[config.mk]
export PLATFORM = sky130hd
export DESIGN_NAME = phaseBinHist
export DESIGN_NICKNAME = d
export VERILOG_FILES = /design/src/rtl/phase_hist_pkg.sv /design/src/rtl/phaseHistCtrl.sv /design/src/rtl/phaseHistDatapath.sv /design/src/rtl/phaseBinHist.sv
export SDC_FILE = /design/constraint.sdc
export NUM_CORES = 1
export LEC_CHECK = 0
export BUFFER_PORTS_ARGS = -buffer_cell sky130_fd_sc_hd__buf_2
export CORE_ASPECT_RATIO = 0.75
export CORE_MARGIN = 2
export CORE_UTILIZATION = 61
export DETAILED_ROUTE_END_ITERATION = 8
export PLACE_DENSITY = 0.86
export SYNTH_ARGS = -nofsm -noshare
export SYNTH_HDL_FRONTEND = slang
export SYNTH_SLANG_ARGS = --single-unit
[constraint.sdc]
create_clock -name clk -period 4.2 [get_ports clk]
set_clock_uncertainty 0.2 [all_clocks]
set_input_delay 0.84 -clock clk [delete_from_list [all_inputs] [get_ports clk]]
set_output_delay 0.84 -clock clk [all_outputs]
set_load 0.01 [all_outputs]
[src/rtl/phase_hist_pkg.sv]
package phase_hist_pkg;

  // Strobes from the window control to the bin datapath
  typedef struct packed {
    logic clearAll;   // wipe bins and overflow flag
    logic countEn;    // this cycle's edges are accumulated
  } histStrobe_t;

endpackage

[src/rtl/phaseHistCtrl.sv]
module phaseHistCtrl
  import phase_hist_pkg::*;
#(
  parameter int WIN_W = 32
) (
  input  logic             clk,
  input  logic             rstN,
  input  logic             startPulse,
  input  logic [WIN_W-1:0] windowLen,
  output histStrobe_t      strobe,
  output logic             busy,
  output logic             done
);

  logic [WIN_W-1:0] limitReg;
  logic [WIN_W-1:0] cycCnt;
  logic [WIN_W-1:0] cycNext;
  logic             running;
  logic             lastCycle;

  assign cycNext   = cycCnt + 1'b1;
  assign lastCycle = (cycNext == limitReg);

  always_ff @(posedge clk) begin
    if (!rstN) begin
      limitReg <= '0;
      cycCnt   <= '0;
      running  <= 1'b0;
      done     <= 1'b0;
    end else if (startPulse) begin
      limitReg <= windowLen;
      cycCnt   <= '0;
      running  <= (windowLen != '0);
      done     <= (windowLen == '0);
    end else if (running) begin
      cycCnt <= cycNext;
      if (lastCycle) begin
        running <= 1'b0;
        done    <= 1'b1;
      end
    end
  end

  always_comb begin
    strobe.clearAll = startPulse;
    strobe.countEn  = running && !startPulse;
  end

  assign busy = running;

endmodule

[src/rtl/phaseHistDatapath.sv]
module phaseHistDatapath
  import phase_hist_pkg::*;
#(
  parameter int NUM_PHASES = 6,
  parameter int CNT_W      = 16,
  parameter int IDX_W      = 3
) (
  input  logic                  clk,
  input  logic                  rstN,
  input  histStrobe_t           strobe,
  input  logic [NUM_PHASES-1:0] samples,
  input  logic [IDX_W-1:0]      rdIdx,
  output logic [CNT_W-1:0]      rdData,
  output logic                  overflow
);

  localparam logic [CNT_W-1:0] CNT_MAX = {CNT_W{1'b1}};

  logic                               prevLast;
  logic [NUM_PHASES-1:0]              edgeVec;
  logic [NUM_PHASES-1:0]              satHit;
  logic [NUM_PHASES-1:0][CNT_W-1:0]   binCnt;
  logic [CNT_W-1:0]                   rdSel;

  // last phase of the previous word closes the wrap bin
  always_ff @(posedge clk) begin
    if (!rstN) prevLast <= 1'b0;
    else       prevLast <= samples[NUM_PHASES-1];
  end

  assign edgeVec[0] = prevLast ^ samples[0];

  for (genvar k = 1; k < NUM_PHASES; k++) begin : g_edge
    assign edgeVec[k] = samples[k-1] ^ samples[k];
  end

  for (genvar k = 0; k < NUM_PHASES; k++) begin : g_bin
    logic atMax;
    logic bump;
    assign atMax     = (binCnt[k] == CNT_MAX);
    assign bump      = strobe.countEn && edgeVec[k];
    assign satHit[k] = bump && atMax;

    always_ff @(posedge clk) begin
      if (!rstN)                binCnt[k] <= '0;
      else if (strobe.clearAll) binCnt[k] <= '0;
      else if (bump && !atMax)  binCnt[k] <= binCnt[k] + 1'b1;
    end
  end

  always_ff @(posedge clk) begin
    if (!rstN)                overflow <= 1'b0;
    else if (strobe.clearAll) overflow <= 1'b0;
    else if (|satHit)         overflow <= 1'b1;
  end

  always_comb begin
    rdSel = '0;
    for (int k = 0; k < NUM_PHASES; k++) begin
      if (rdIdx == IDX_W'(k)) rdSel = binCnt[k];
    end
  end

  always_ff @(posedge clk) begin
    if (!rstN) rdData <= '0;
    else       rdData <= rdSel;
  end

endmodule

[src/rtl/phaseBinHist.sv]
module phaseBinHist
  import phase_hist_pkg::*;
#(
  parameter int NUM_PHASES = 6,
  parameter int CNT_W      = 16,
  parameter int WIN_W      = 32,
  parameter int IDX_W      = (NUM_PHASES > 1) ? $clog2(NUM_PHASES) : 1
) (
  input  logic                  clk,
  input  logic                  rstN,
  input  logic                  startPulse,
  input  logic [WIN_W-1:0]      windowLen,
  input  logic [NUM_PHASES-1:0] samples,
  input  logic [IDX_W-1:0]      rdIdx,
  output logic [CNT_W-1:0]      rdData,
  output logic                  done,
  output logic                  busy,
  output logic                  overflow
);

  histStrobe_t strobe;

  phaseHistCtrl #(
    .WIN_W (WIN_W)
  ) u_ctrl (
    .clk        (clk),
    .rstN       (rstN),
    .startPulse (startPulse),
    .windowLen  (windowLen),
    .strobe     (strobe),
    .busy       (busy),
    .done       (done)
  );

  phaseHistDatapath #(
    .NUM_PHASES (NUM_PHASES),
    .CNT_W      (CNT_W),
    .IDX_W      (IDX_W)
  ) u_dp (
    .clk      (clk),
    .rstN     (rstN),
    .strobe   (strobe),
    .samples  (samples),
    .rdIdx    (rdIdx),
    .rdData   (rdData),
    .overflow (overflow)
  );

endmodule

# [After elaboration in Yosys (flattened, before gate mapping)]
# Index checks and enable logic that the tools add are counted.
[word_totals] register_bits=180 latchBits=0 mem_bits_rw=0 romBits=0 input_bits=44 n_memories=0
[classes] add_sub_neg=7 n_mul=0 div_mod_pow=0 n_lt_le_gt_ge=0 eq_ne=12 n_shift=0 n_mux=12 n_bitwise=7 n_reduce_logical=34
[ops] operator="$add 16x1->16 const B" count=6
[ops] operator="$eq 16x16->1 const B" count=6
[ops] operator="$mux 16" count=6
[ops] operator="$add 32x1->32 const B" count=1
[ops] operator="$eq 32x32->1" count=1
[ops] operator="$logic_not 32->1" count=1
[ops] operator="$reduce_bool 32->1" count=1
[ops] operator="$logic_and 1x1->1" count=19
[ops] operator="$logic_not 1->1" count=7
[ops] operator="$eq 3x2->1 const B" count=2
[ops] operator="$eq 3x3->1 const B" count=2
[ops] operator="$mux 1" count=6
[ops] operator="$reduce_or 6->1" count=1
[ops] operator="$xor 1x1->1" count=6
[ops] operator="$reduce_bool 2->1" count=2
[ops] operator="$eq 3x1->1 const B" count=1
[ops] operator="$logic_not 3->1" count=1
[ops] operator="$reduce_and 2->1" count=1
[ops] operator="$reduce_or 2->1" count=1
[ops] operator="$not 1->1" count=1

# [Longest topological paths before layout]
[logic_depth] word_depth=7 depth_mapped=10

# [By module]
# Synthesis repeated with hierarchy kept, for this count alone.
[hier_totals] cells_unflattened=1171 area_unflattened_um2=9927.0
[modules_own_cells] mod="phaseHistDatapath" n_inst=1 cells_per_inst=703 area_each_um2=6113.4
[modules_own_cells] mod="phaseHistCtrl" n_inst=1 cells_per_inst=468 area_each_um2=3813.7

# [Least setup slack after synthesis]
# OpenSTA, ideal clock, no wires.
[synth_path] path_kind="flip-flop to flip-flop" start="register u_ctrl.cycCnt[0]" end="register u_ctrl.running, in the netlist u_ctrl.busy" setup_ns=0.132 arrival_time_ns=2.737 required_ns=3.868 path_slack_ns=1.131 stages_incl_launch_ff=9 path_buffers=0 period_less_slack_ns=3.069 path_cell_list="dfxtp_1 -> ha_1 -> nand3_2 -> nor4_1 -> nand3_1 -> xnor2_1 -> or4_1 -> nor4_2 -> o22ai_1"
[synth_between] elab_chain_len=5
[synth_lines] item="from (decl)" line="phaseHistCtrl.sv:16" text="logic [WIN_W-1:0] cycCnt;"
[synth_lines] item="from (signal assigned)" line="phaseHistCtrl.sv:36" text="cycCnt <= cycNext;"
[synth_lines] item="$add 32x1->32" line="phaseHistCtrl.sv:21" text="assign cycNext = cycCnt + 1'b1;"
[synth_lines] item="$eq 32x32->1" line="phaseHistCtrl.sv:22" text="assign lastCycle = (cycNext == limitReg);"
[synth_lines] item="$mux 1" line="phaseHistCtrl.sv:37" text="if (lastCycle) begin"
[synth_lines] item="$mux 1" line="phaseHistCtrl.sv:35" text="end else if (running) begin"
[synth_lines] item="$mux 1" line="phaseHistCtrl.sv:30" text="end else if (startPulse) begin"
[synth_lines] item="to (signal assigned)" line="phaseHistCtrl.sv:33" text="running <= (windowLen != '0);"
[synth_lines] item="to (decl)" line="phaseHistCtrl.sv:18" text="logic running;"
# Every way passes these cells.
# A chain may end at the register's enable or synchronous reset.

# [Worst setup path in the final report]
[layout_path] start="register u_ctrl.cycCnt[3]" end="register u_ctrl.running, in the netlist u_ctrl.busy"
# The elaborated chain is that of the path after synthesis.

==> results.sh <==
export IMPL_syn_avg_cell_area_sq_um=8.648
export IMPL_vias=7873
export IMPL_period_share_pct=85.72
export IMPL_r2r_start="u_ctrl.cycCnt[3]$_SDFFE_PP0P_"
export IMPL_drc=0
export IMPL_ys_ff_latch=180
export IMPL_max_stage_delay_ns=0.69
export IMPL_maxCapViolCount=0
export IMPL_chipHeight_um=110.4
export IMPL_postSynth_asyncResetShare_pct=0
export IMPL_critPathArrivalTime_ns=3.68
export IMPL_final_hold_viol_count=0
export IMPL_hp_class="flip-flop to flip-flop"
export IMPL_ys_flop_type="dfxtp_1"
export IMPL_power_share_clock_pct=46.3
export IMPL_yosys_area_top_type="dfxtp_1"
export IMPL_synth_most_common_cell="nor2_1"
export IMPL_io_pins=63
export IMPL_place_inst=1279
export IMPL_cts_max_path_buffers=2
export IMPL_p_leak_nw=3.774
export IMPL_syn_inst=1064
export IMPL_first_pass_iters=5
export IMPL_path_delay_family="simple AND/OR/NAND/NOR gates"
export IMPL_ant_nets=0
export IMPL_yosys_warnings=0
export IMPL_place_area_sq_mm=0.009622
export IMPL_root_buffer="clkbuf_16"
export IMPL_seqPwrFrac_pct=47.9
export IMPL_crit_fanout=12
export IMPL_cp_required_ns=4.28
export IMPL_final_nets=1149
export IMPL_die_width_um=145.8
export IMPL_slew_headroom_pct=33.02
export IMPL_synth_top_area_share_pct=39.16
export IMPL_startpoint="u_ctrl.cycCnt[3]$_SDFFE_PP0P_"
export IMPL_grt_busiest_layer="met2"
export IMPL_met2_usage_pct=42.62
export IMPL_r2r_slack_ns=0.60
export IMPL_utilization_pct=70.23
export IMPL_antenna_found_initial=0
export IMPL_io_buffers=62
export IMPL_netSwitchingFraction_pct=23.60
export IMPL_grtUsageMet1_pct=41.00
export IMPL_crit_cells=7
export IMPL_synth_nets=1115
export IMPL_cts_hold_buf=0
export IMPL_grt_max_degree=55
export IMPL_design_area_sq_mm=0.01025
export IMPL_path_class="flip-flop to flip-flop"
export IMPL_grt_use_total_pct=28.62
export IMPL_clk_latency_ns=0.43
export IMPL_hpwl_um=16260
export IMPL_synth_edf_count=0
export IMPL_rsz0062_at_grt="no"
export IMPL_postCtsSetupRepairBufs=0
export IMPL_grt_pass1_vias=7127
export IMPL_clk_pin_slew_worst_paths_ns=0.07
export IMPL_tns_ns=0
export IMPL_cts_buffers_inserted=17
export IMPL_cts_resized=0
export IMPL_ys_top_cells_by_area="dfxtp_1, xor2_1, nor2_1"
export IMPL_slew_violations=0
export IMPL_endpoint="u_ctrl.busy$_SDFF_PN0_"
export IMPL_cts_sinks=180
export IMPL_nFillCells=1147
export IMPL_setup_viol=0
export IMPL_die_area_sq_mm=0.01609
export IMPL_worst_slew_pin_slew_ns=0.9793
export IMPL_path_buf_inv=0
export IMPL_cp_cell_sequence="nand4_2 > nor4_2 > a21oi_1 > or4_1 > or4_1 > nor4_2 > o22ai_1"
export IMPL_viasPerCell=6.005
export IMPL_globalRoute_totalOverflow=0
export IMPL_status="completed"
export IMPL_gp_congestion=0.9338
export IMPL_coreArea_sq_mm=0.01460
export IMPL_power_density_mw_per_mm2=355.8
export IMPL_drt_iter0_markers=781
export IMPL_synth_area_sq_mm=0.009201
export IMPL_worstReg2RegEnd="u_ctrl.busy$_SDFF_PN0_"
export IMPL_wl_um=22730
export IMPL_ctsHtreeMaxLevel=4
export IMPL_switchingPower_uw=860.9
export IMPL_post_drt_wl_per_cell_um=17.34
export IMPL_diodes=0
export IMPL_slowest_stage="nor4_2"
export IMPL_cts_tree="yes"
export IMPL_end_kind="flip-flop"
export IMPL_drive_above_1_share_pct=12.33
export IMPL_synth_seq_area_share_pct=39.16
export IMPL_initial_core_util_pct=63.04
export IMPL_yosys_top_cells_count="nor2_1, dfxtp_1, xor2_1, nand2_1, mux2i_1"
export IMPL_vdd_drop_max_uv=318.7
export IMPL_startpoint_type="flip-flop"
export IMPL_stdcell_count=1311
export IMPL_reg2reg_depth=7
export IMPL_p_int_mw=2.787
export IMPL_rows=38
export IMPL_yosysUniqueCellTypes=58
export IMPL_syn2layout_area_growth_pct=11.41
export IMPL_max_freq_ghz=0.2778
export IMPL_power_frac_comb_pct=5.8
export IMPL_grt_first_pass_wirelength_um=36080
export IMPL_fin_crit_ns=3.600
export IMPL_grt_util_met3_pct=6.790
how the worst min path moves through the flow:
stage                                       startpoint                      endpoint  slack [ns]  depth (start not counted)
after detailed placement  u_dp.binCnt[59]$_SDFFE_PP0P_  u_dp.binCnt[59]$_SDFFE_PP0P_        0.30                          2
after global routing      u_dp.binCnt[59]$_SDFFE_PP0P_  u_dp.binCnt[59]$_SDFFE_PP0P_        0.33                          2
after global placement    u_dp.binCnt[59]$_SDFFE_PP0P_  u_dp.binCnt[59]$_SDFFE_PP0P_        0.28                          2
after floorplan           u_dp.binCnt[59]$_SDFFE_PP0P_  u_dp.binCnt[59]$_SDFFE_PP0P_        0.26                          2
after CTS                 u_dp.binCnt[59]$_SDFFE_PP0P_  u_dp.binCnt[59]$_SDFFE_PP0P_        0.30                          2
final                     u_dp.binCnt[59]$_SDFFE_PP0P_  u_dp.binCnt[59]$_SDFFE_PP0P_        0.30                          2
worst register-to-register path: stages (launching register included):
cell and delay, ns:
dfxtp_1 0.56, nand4_2 0.39, nor4_2 0.69, a21oi_1 0.14, or4_1 0.52, or4_1 0.50, nor4_2 0.33, o22ai_1 0.13
stage by stage:
| stage | setup WS [ns] | power, mW | hold slack (ns) |
|---|---|---|---|
| 6_report | 0.5999 | 3.647 | 0.2985 |
| 5_1_grt | 0.4488 | 3.760 | 0.3266 |
| 4_1_cts | 0.6520 | 3.663 | 0.3048 |
| 3_5_place_dp | 0.6097 | 1.994 | 0.2956 |
| 3_3_place_gp | 0.6887 | 1.990 | 0.2815 |
| 2_1_floorplan | 1.131 | 1.923 | 0.2636 |
placed cells by master, fill, tap and decap left out, types with 5 or more instances in the layout:
master     netlist  final
buf_4            2      9
xor2_1          96     96
and4_1          12     12
nor3_1          21     21
buf_2            4     62
ha_1             7      7
inv_1           13     13
nor3b_1          5      5
clkbuf_16        0     17
nor4_1          16     16
and3_1          23     23
nand3_1         33     33
mux2i_1         55     55
dfxtp_1        180    180
nor2_1         197    197
nand2_1         76     76
xnor2_1         53     53
and2_1          10     10
o21ai_0         22     22
nand2b_1         6      5
nand4_1         51     51
mux4_2          16     16
a21oi_1         43     43
or3_1           18     18
cells by family (layout without fill, tap and decap cells):
family,after synthesis,count (layout),synth area share (%)
muxes,71,71,9.899
adders and majority gates,7,7,0.9518
AOI/OAI and AO/OA,97,97,6.419
DFF,180,180,39.16
buffers and inverters,70,117,3.087
and+or+nand+nor,490,490,26.30
xor gates and xnor gates,149,149,14.18
routing by layer:
| metal | routed length, um | share of wire (%) |
|---|---|---|
| met1 | 10500 | 46 |
| met2 | 9880 | 43 |
| met3 | 2072 | 9.1 |
| met5 | 0 | 0 |
| met4 | 278 | 1.2 |
power by group through the flow:
stage	Sequential, mW	Clock (mW)	Combinational [mW]
floorplan	1.78	0	0.142
global placement	1.79	0	0.205
detailed placement	1.79	0	0.208
CTS	1.75	1.71	0.210
global route	1.75	1.78	0.229
finish	1.75	1.69	0.212
final cells by class:
cell class                      instances  area (sq um)  share of cell area [%]
Clock inverter                         14         190.2                   1.855
Multi-Input combinational cell        814          5321                   51.91
Timing Repair Buffer                   72         397.9                   3.881
Tap cell                              200         250.2                   2.441
Inverter                               13         48.80                  0.4760
Clock buffer                           18         439.2                   4.284
Sequential cell                       180          3603                   35.15
flip-flops by register name, indices dropped and copies added (netlist names):
register	flops
u_dp.rdData	16
u_dp.binCnt	96
u_ctrl.done	1
u_dp.overflow	1
u_ctrl.cycCnt	32
u_ctrl.limitReg	32
u_ctrl.busy	1
u_dp.prevLast	1
No activity file was read; power rests on OpenSTA's default activity.
